File: src/rtl/pcr_pkg.sv
package pcr_pkg;

  typedef enum logic [2:0] {
    RC_64   = 3'd0,
    RC_128  = 3'd1,
    RC_192  = 3'd2,
    RC_256  = 3'd3,
    RC_384  = 3'd4,
    RC_512  = 3'd5,
    RC_NONE = 3'd7
  } ratio_e;

  typedef enum logic [1:0] {
    ST_DOWN = 2'd0,
    ST_ACQ  = 2'd1,
    ST_RUN  = 2'd2
  } lock_state_e;

  // Map a measured bit-clock count onto a supported frame length code.
  function automatic ratio_e classify_ratio(input logic [31:0] n);
    case (n)
      32'd64:  return RC_64;
      32'd128: return RC_128;
      32'd192: return RC_192;
      32'd256: return RC_256;
      32'd384: return RC_384;
      32'd512: return RC_512;
      default: return RC_NONE;
    endcase
  endfunction

  // Bit-clock edges (rising and falling) per half period of the microphone clock.
  function automatic logic [31:0] half_period_edges(input ratio_e c);
    case (c)
      RC_128:  return 32'd2;
      RC_192:  return 32'd3;
      RC_256:  return 32'd4;
      RC_384:  return 32'd6;
      RC_512:  return 32'd8;
      default: return 32'd1;
    endcase
  endfunction

endpackage

File: src/rtl/pcr_sync.sv
module pcr_sync #(
  parameter int WIDTH  = 2,
  parameter int STAGES = 2
) (
  input  logic             clk,
  input  logic             rst_n,
  input  logic [WIDTH-1:0] d,
  output logic [WIDTH-1:0] q
);

  for (genvar i = 0; i < WIDTH; i++) begin : g_bit
    logic [STAGES-1:0] chain;
    always_ff @(posedge clk or negedge rst_n) begin
      if (!rst_n) chain <= '0;
      else        chain <= {chain[STAGES-2:0], d[i]};
    end
    assign q[i] = chain[STAGES-1];
  end

endmodule

File: src/rtl/pcr_ratio_meter.sv
module pcr_ratio_meter
  import pcr_pkg::*;
#(
  parameter int MAX_RATIO = 512
) (
  input  logic   clk,
  input  logic   rst_n,
  input  logic   bclk_rise,
  input  logic   frame_rise,
  input  logic   quiet,
  input  logic   bclk_alive,
  output logic   frame_done,
  output ratio_e frame_code
);

  localparam int CNT_MAX = 2 * MAX_RATIO - 1;
  localparam int CW      = $clog2(CNT_MAX + 1);

  logic [CW-1:0] cnt;
  logic          armed;

  always_ff @(posedge clk or negedge rst_n) begin
    if (!rst_n) begin
      cnt        <= '0;
      armed      <= 1'b0;
      frame_done <= 1'b0;
      frame_code <= RC_NONE;
    end else begin
      frame_done <= 1'b0;
      if (frame_rise) begin
        frame_done <= armed && !quiet;
        frame_code <= classify_ratio(32'(cnt));
        cnt        <= bclk_rise ? CW'(1) : '0;
        armed      <= !quiet || bclk_alive;
      end else begin
        if (quiet) armed <= 1'b0;
        if (bclk_rise && cnt != CW'(CNT_MAX)) cnt <= cnt + 1'b1;
      end
    end
  end

  // a frame result is only ever reported right after a frame start
  p_done_after_rise_r4: assert property (@(posedge clk) disable iff (!rst_n)
    frame_done |-> $past(frame_rise));

endmodule

File: src/rtl/pcr_clock_watch.sv
module pcr_clock_watch #(
  parameter int BCLK_TIMEOUT  = 16,
  parameter int FRAME_TIMEOUT = 4096
) (
  input  logic clk,
  input  logic rst_n,
  input  logic bclk_edge,
  input  logic frame_rise,
  output logic bclk_alive,
  output logic frame_alive
);

  localparam int BW = $clog2(BCLK_TIMEOUT + 1);
  localparam int FW = $clog2(FRAME_TIMEOUT + 1);

  logic [BW-1:0] bidle;
  logic [FW-1:0] fidle;

  always_ff @(posedge clk or negedge rst_n) begin
    if (!rst_n) begin
      bidle <= BW'(BCLK_TIMEOUT);
      fidle <= FW'(FRAME_TIMEOUT);
    end else begin
      if (bclk_edge)                        bidle <= '0;
      else if (bidle != BW'(BCLK_TIMEOUT))  bidle <= bidle + 1'b1;
      if (frame_rise)                       fidle <= '0;
      else if (fidle != FW'(FRAME_TIMEOUT)) fidle <= fidle + 1'b1;
    end
  end

  assign bclk_alive  = (bidle != BW'(BCLK_TIMEOUT));
  assign frame_alive = (fidle != FW'(FRAME_TIMEOUT));

  // any bit-clock edge makes the clock count as present in the next cycle
  p_edge_revives_r6: assert property (@(posedge clk) disable iff (!rst_n)
    bclk_edge |=> bclk_alive);

  // a frame start makes the frame sync count as present in the next cycle
  p_rise_revives_r7: assert property (@(posedge clk) disable iff (!rst_n)
    frame_rise |=> frame_alive);

endmodule

File: src/rtl/pcr_lock_seq.sv
module pcr_lock_seq
  import pcr_pkg::*;
#(
  parameter int START_FRAMES  = 16,
  parameter int RELOCK_FRAMES = 4,
  parameter int VALID_FRAMES  = 48
) (
  input  logic   clk,
  input  logic   rst_n,
  input  logic   frame_rise,
  input  logic   frame_done,
  input  ratio_e frame_code,
  input  logic   bclk_alive,
  input  logic   frame_alive,
  output logic   quiet,
  output logic   running,
  output logic   valid,
  output ratio_e run_code
);

  localparam int ACQ_MAX = (START_FRAMES > RELOCK_FRAMES) ? START_FRAMES : RELOCK_FRAMES;
  localparam int GW      = $clog2(ACQ_MAX + 1);
  localparam int VW      = $clog2(VALID_FRAMES + 1);

  lock_state_e   state;
  logic [GW-1:0] good, good_nxt, target;
  logic [VW-1:0] vcnt;
  ratio_e        cur;
  logic          warm;

  always_comb begin
    target   = warm ? GW'(RELOCK_FRAMES) : GW'(START_FRAMES);
    good_nxt = (good == '0 || frame_code == cur) ? good + 1'b1 : GW'(1);
  end

  always_ff @(posedge clk or negedge rst_n) begin
    if (!rst_n) begin
      state <= ST_DOWN;
      good  <= '0;
      vcnt  <= '0;
      cur   <= RC_NONE;
      warm  <= 1'b0;
    end else if (state != ST_DOWN && !(bclk_alive && frame_alive)) begin
      state <= ST_DOWN;
      good  <= '0;
      vcnt  <= '0;
    end else begin
      case (state)
        ST_DOWN: begin
          if (frame_rise && bclk_alive) begin
            state <= ST_ACQ;
            good  <= '0;
          end
        end
        ST_ACQ: begin
          if (frame_done) begin
            if (frame_code == RC_NONE) begin
              good <= '0;
            end else begin
              cur <= frame_code;
              if (good_nxt >= target) begin
                state <= ST_RUN;
                good  <= '0;
                vcnt  <= '0;
                warm  <= 1'b1;
              end else begin
                good <= good_nxt;
              end
            end
          end
        end
        ST_RUN: begin
          if (frame_done) begin
            if (frame_code == RC_NONE) begin
              state <= ST_ACQ;
              good  <= '0;
            end else if (frame_code != cur) begin
              state <= ST_ACQ;
              good  <= GW'(1);
              cur   <= frame_code;
            end else if (vcnt != VW'(VALID_FRAMES)) begin
              vcnt <= vcnt + 1'b1;
            end
          end
        end
        default: state <= ST_DOWN;
      endcase
    end
  end

  assign quiet    = (state == ST_DOWN);
  assign running  = (state == ST_RUN);
  assign valid    = running && (vcnt == VW'(VALID_FRAMES));
  assign run_code = running ? cur : RC_NONE;

  // lock is only ever taken on a completed frame
  p_lock_on_frame_r4: assert property (@(posedge clk) disable iff (!rst_n)
    $rose(running) |-> $past(frame_done));

  // the settled flag only ever rises on a completed frame
  p_valid_on_frame_r5: assert property (@(posedge clk) disable iff (!rst_n)
    $rose(valid) |-> $past(frame_done));

  // power-down is left only on a frame start with a live bit clock
  p_wake_on_rise_r8: assert property (@(posedge clk) disable iff (!rst_n)
    $fell(quiet) |-> $past(frame_rise && bclk_alive));

  // a malformed frame ends lock
  p_bad_frame_drops_r10: assert property (@(posedge clk) disable iff (!rst_n)
    (running && frame_done && frame_code == RC_NONE) |=> !running);

  // a frame of another supported length ends lock
  p_new_length_drops_r9: assert property (@(posedge clk) disable iff (!rst_n)
    (running && frame_done && frame_code != RC_NONE && frame_code != cur
     && bclk_alive && frame_alive) |=> !running);

endmodule

File: src/rtl/pcr_pdm_divider.sv
module pcr_pdm_divider
  import pcr_pkg::*;
#(
  parameter int DIV_W = 4
) (
  input  logic   clk,
  input  logic   rst_n,
  input  logic   en,
  input  logic   bclk_edge,
  input  ratio_e code,
  output logic   pdm
);

  logic [DIV_W-1:0] cnt;
  logic [DIV_W-1:0] last;

  assign last = DIV_W'(half_period_edges(code) - 32'd1);

  always_ff @(posedge clk or negedge rst_n) begin
    if (!rst_n) begin
      cnt <= '0;
      pdm <= 1'b0;
    end else if (!en) begin
      cnt <= '0;
      pdm <= 1'b0;
    end else if (bclk_edge) begin
      if (cnt >= last) begin
        cnt <= '0;
        pdm <= ~pdm;
      end else begin
        cnt <= cnt + 1'b1;
      end
    end
  end

  // the output moves only on a bit-clock edge while running
  p_toggle_on_edge_r3: assert property (@(posedge clk) disable iff (!rst_n)
    (en && !bclk_edge) |=> $stable(pdm));

endmodule

File: src/rtl/pdm_clock_recovery.sv
module pdm_clock_recovery
  import pcr_pkg::*;
#(
  parameter int MAX_RATIO     = 512,
  parameter int SYNC_STAGES   = 2,
  parameter int START_FRAMES  = 16,
  parameter int RELOCK_FRAMES = 4,
  parameter int VALID_FRAMES  = 48,
  parameter int BCLK_TIMEOUT  = 16,
  parameter int FRAME_TIMEOUT = 4096
) (
  input  logic       clk,
  input  logic       rst_n,
  input  logic       bclk_in,
  input  logic       fsync_in,
  output logic       pdm_clk,
  output logic [2:0] ratio_code,
  output logic       locked,
  output logic       data_valid,
  output logic       pwr_down
);

  localparam int DIV_W = $clog2(MAX_RATIO / 64 + 1);

  logic [1:0] raw, synced, prev;
  logic       bclk_rise, bclk_edge, frame_rise;
  logic       bclk_alive, frame_alive;
  logic       frame_done, quiet, running, valid;
  ratio_e     frame_code, run_code;

  assign raw = {fsync_in, bclk_in};

  pcr_sync #(.WIDTH(2), .STAGES(SYNC_STAGES)) u_sync (
    .clk(clk), .rst_n(rst_n), .d(raw), .q(synced)
  );

  always_ff @(posedge clk or negedge rst_n) begin
    if (!rst_n) prev <= '0;
    else        prev <= synced;
  end

  assign bclk_rise  = synced[0] & ~prev[0];
  assign bclk_edge  = synced[0] ^ prev[0];
  assign frame_rise = synced[1] & ~prev[1];

  pcr_clock_watch #(.BCLK_TIMEOUT(BCLK_TIMEOUT), .FRAME_TIMEOUT(FRAME_TIMEOUT)) u_watch (
    .clk(clk), .rst_n(rst_n), .bclk_edge(bclk_edge), .frame_rise(frame_rise),
    .bclk_alive(bclk_alive), .frame_alive(frame_alive)
  );

  pcr_ratio_meter #(.MAX_RATIO(MAX_RATIO)) u_meter (
    .clk(clk), .rst_n(rst_n), .bclk_rise(bclk_rise), .frame_rise(frame_rise),
    .quiet(quiet), .bclk_alive(bclk_alive),
    .frame_done(frame_done), .frame_code(frame_code)
  );

  pcr_lock_seq #(
    .START_FRAMES(START_FRAMES), .RELOCK_FRAMES(RELOCK_FRAMES), .VALID_FRAMES(VALID_FRAMES)
  ) u_seq (
    .clk(clk), .rst_n(rst_n), .frame_rise(frame_rise), .frame_done(frame_done),
    .frame_code(frame_code), .bclk_alive(bclk_alive), .frame_alive(frame_alive),
    .quiet(quiet), .running(running), .valid(valid), .run_code(run_code)
  );

  pcr_pdm_divider #(.DIV_W(DIV_W)) u_div (
    .clk(clk), .rst_n(rst_n), .en(running), .bclk_edge(bclk_edge),
    .code(run_code), .pdm(pdm_clk)
  );

  assign ratio_code = run_code;
  assign locked     = running;
  assign data_valid = valid;
  assign pwr_down   = quiet;

  // in power-down the microphone clock is held low
  p_quiet_holds_low_r6: assert property (@(posedge clk) disable iff (!rst_n)
    pwr_down |=> !pdm_clk);

  // a locked state always carries a supported code
  p_locked_code_r2: assert property (@(posedge clk) disable iff (!rst_n)
    $rose(locked) |-> $past(frame_code != RC_NONE));

endmodule

File: config.mk
export PLATFORM = sky130hd
export DESIGN_NAME = pdm_clock_recovery
export DESIGN_NICKNAME = d
export VERILOG_FILES = /design/src/rtl/pcr_pkg.sv /design/src/rtl/pcr_sync.sv /design/src/rtl/pcr_ratio_meter.sv /design/src/rtl/pcr_clock_watch.sv /design/src/rtl/pcr_lock_seq.sv /design/src/rtl/pcr_pdm_divider.sv /design/src/rtl/pdm_clock_recovery.sv
export SDC_FILE = /design/constraint.sdc
export NUM_CORES = 1
export LEC_CHECK = 0
export ABC_AREA = 1
export CORE_MARGIN = 8
export CORE_UTILIZATION = 30
export DETAILED_ROUTE_END_ITERATION = 8
export DONT_BUFFER_PORTS = 1
export SETUP_SLACK_MARGIN = 0.02
export SYNTH_ARGS = -nofsm -noshare
export SYNTH_HDL_FRONTEND = slang
export SYNTH_SLANG_ARGS = --single-unit
File: constraint.sdc
create_clock -name clk -period 7.5 [get_ports clk]
set_clock_uncertainty 0.05 [all_clocks]
set_input_delay 0.75 -clock clk [delete_from_list [all_inputs] [get_ports clk]]
set_output_delay 0.75 -clock clk [all_outputs]
set_load 0.05 [all_outputs]
==> results.toml <==
[routing]
via_count = 3049
route.met3.wl_um = 273
dr_wl_met2_um = 3480
ant_nets = 0
route.detailed.drc = 0
wl_met1_um = 3490
highest_layer = "met4"
via_per_inst = 4.79
postRouteWirelength_um = 7320
wl_per_cell_um = 11.5
drtIter0Drc = 153
first_pass_iters = 4

[placement]
place_hpwl_um = 5270
place.gp.congestion = 0.801
portBuffers = 0
dp.cells = 620

[global_routing]
grt_pass1_vias = 2896
grt_usage_pct = 9.72
grt_overflow = 0
antenna_found_initial = 0
grt_max_degree = 62
grt_pass1_wl_um = 12900

[finish]
stdcell_count = 636
final_util_pct = 34.6
insertedDiodeCount = 0
area_delta_synth_final_pct = 13.0
drive_above_1_share_pct = 10.2
final_nets = 510

[setup_path]
r2r_cells = 17
setup.worst_path.start_class = "flop"
timing.rr.end = "u_div.pdm$_DFFE_PN0P_"
worstPathArrival_ns = 4.44
worst_ep_required_time_ns = 7.67
ff2ff_setup_slack_ns = 3.23
critical_path_class = "reg2reg"
end_kind = "flop"
regToRegStartpoint = "u_seq.state[0]$_DFFE_PN0P_"
cp_max_fo = 13

[clocking]
cts.repair.resized = 0
clkTransAtPathRegs_ns = 0.06
cts_buffers = 9
clk-insertion-delay-late_ns = 0.32
ctsLongestPathBuffers = 2
post_cts_buffers = 0
cts_tree = "built"
cts_hold_buf = 0
cts-root-buf = "clkbuf_16"
cts_sinks = 61
htree_levels = 3

[sta]
finalHoldViolations = 0
post-route-period-util_pct = 57.0
rsz0062_at_grt = "no"
period_minus_slack_ns = 4.27
slew_viol_final = 0
timing.hold.ws_ns = 0.0665
fmax_ghz = 0.234
slew-limit-headroom_pct = 37.7
tns_ns = 0
tightest_slew_ns = 0.935
setup_viol = 0

[synth]
postSynthAreaPerCell_sq_um = 7.68
ys_seq_area_share_pct = 42.0
yosysWarnings = 0
synth_cells = 476
synth_seq_cells = 61
synth_cell_types = 37
synthesis.nets = 502
syn_area_sq_um = 3660

[floorplanning]
ioPinCount = 11
initial_core_util_pct = 30.6
die_h_um = 126
row_count = 40
die_width_um = 126
core_sq_um = 12000
dieArea_sq_um = 16000

[power]
p_leak_nw = 1.98
powerDensity_nw_per_um2 = 304
ir_drop_uv = 115

[run]
drv_cap = 0

[worst_hold_path]
hp-class = "in2async"

[outcome]
status = "finished clean"
state kept, by name, summed over array words and instances (netlist names), 2 cells and up:
register and flops:
u_seq.state 2, u_seq.cur 3, u_meter.cnt 10, prev 2, u_seq.good 5, u_sync.g_bit.chain 4, u_seq.vcnt 6, u_div.cnt 4
u_meter.frame_code 3, u_watch.fidle 13, u_watch.bidle 5
cell usage in the layout, fill, tap and decap left out, types with 2 or more instances in the layout:
master and instances:
dfstp_2 8, nand2_4 3, inv_1 71, clkinvlp_4 3
o21ai_0 25, nand3_1 40, clkinv_1 2, ha_1 22
nor2_1 49, dfrtp_1 53, xnor2_1 4, xor2_1 5
a31o_2 2, clkbuf_16 9, nor2_2 4, nor3_1 12
nand3_2 2, nand2_1 96, nand2_2 9, nor4_1 2
inv_2 3, nand3b_1 3, o21ai_1 8, nand4_1 13
a21oi_1 24
synthesized netlist by cell type (all sizes together):
cell | count | area share [%]
nor3 | 13 | 1.9
dfstp | 8 | 5.7
nand4 | 14 | 2.8
dfrtp | 53 | 36
inv | 75 | 7.8
or2 | 1 | 0.17
nor4 | 2 | 0.34
clkbuf | 3 | 0.31
o211ai | 1 | 0.21
o22ai | 1 | 0.17
a31o | 2 | 0.48
o21a | 1 | 0.21
nand3b | 3 | 0.62
nand2 | 108 | 12
ha | 22 | 7.5
xor2 | 5 | 1.2
nand3 | 42 | 6.0
o21ai | 33 | 4.5
a221oi | 1 | 0.24
a22oi | 1 | 0.21
a21oi | 24 | 3.3
mux2 | 1 | 0.31
a211oi | 1 | 0.21
nor2 | 53 | 5.7
clkinv | 2 | 0.21
conb | 1 | 0.10
a31oi | 1 | 0.17
xnor2 | 4 | 0.96
kinds of logic (layout without fill, tap and decap cells):
logic type,after synthesis,in the layout,share of synthesized area [%]
compound gates,66,66,9.69
other cells,1,1,0.103
flops,61,61,42.0
fa+ha+maj,22,22,7.53
simple gates,236,236,29.9
buf+inv,80,93,8.28
mux,1,1,0.308
xor+xnor,9,9,2.16
area by class of cell:
type / count / area (sq um)
clock buffers: 11 / 243
clock inverters: 5 / 61.3
flip-flops and latches: 61 / 1540
inverters: 77 / 292
multi-input cells: 335 / 1820
fillers: 1207 / 7830
well taps: 147 / 184
worst max-delay path, cell delays in order (launching register included):
cell	delay [ns]
dfrtp_1	0.40
inv_1	0.09
ha_1	0.77
clkinv_1	0.55
nor2_1	0.27
inv_1	0.29
a211oi_1	0.30
a21oi_1	0.07
ha_1	0.32
ha_1	0.28
inv_1	0.06
nor2_1	0.04
o211ai_1	0.15
nand4_1	0.15
nand2_1	0.15
inv_1	0.07
nor2_1	0.10
nor2_1	0.06
stage by stage:
step	area [sq um]	power (W)	worst slack (ns)
after floorplan	3660	0.000769	4.08
final	4130	0.00126	3.23
after global routing	4130	0.00135	2.76
after detailed placement	3830	0.000847	3.16
after global placement	3830	0.000835	3.37
after CTS	4130	0.00127	3.15
metal layers:
layer / up-vias / track usage (%)
li1: 1572 / -
met1: 1439 / 11.4
met2: 30 / 16.3
met3: 8 / 3.06
met4: 0 / 3.68
met5: - / 0
worst max-delay path by stage:
stage          depth (start not counted)                        from  slack (ns)                    end
2_1_floorplan                         17  u_seq.state[0]$_DFFE_PN0P_        4.08  u_div.pdm$_DFFE_PN0P_
3_3_place_gp                          17  u_seq.state[0]$_DFFE_PN0P_        3.37  u_div.pdm$_DFFE_PN0P_
3_5_place_dp                          17  u_seq.state[0]$_DFFE_PN0P_        3.16  u_div.pdm$_DFFE_PN0P_
4_1_cts                               17  u_seq.state[0]$_DFFE_PN0P_        3.15  u_div.pdm$_DFFE_PN0P_
5_1_grt                               17  u_seq.state[0]$_DFFE_PN0P_        2.76  u_div.pdm$_DFFE_PN0P_
6_report                              17  u_seq.state[0]$_DFFE_PN0P_        3.23  u_div.pdm$_DFFE_PN0P_
power breakdown:
part           switching (W)  leakage [nW]  total (W)  internal (W)
logic               0.000277          1.05   0.000411      0.000133
clock network       0.000150         0.138   0.000417      0.000267
registers          0.0000495         0.792   0.000430      0.000381
Power figures use the tool's default switching activity.
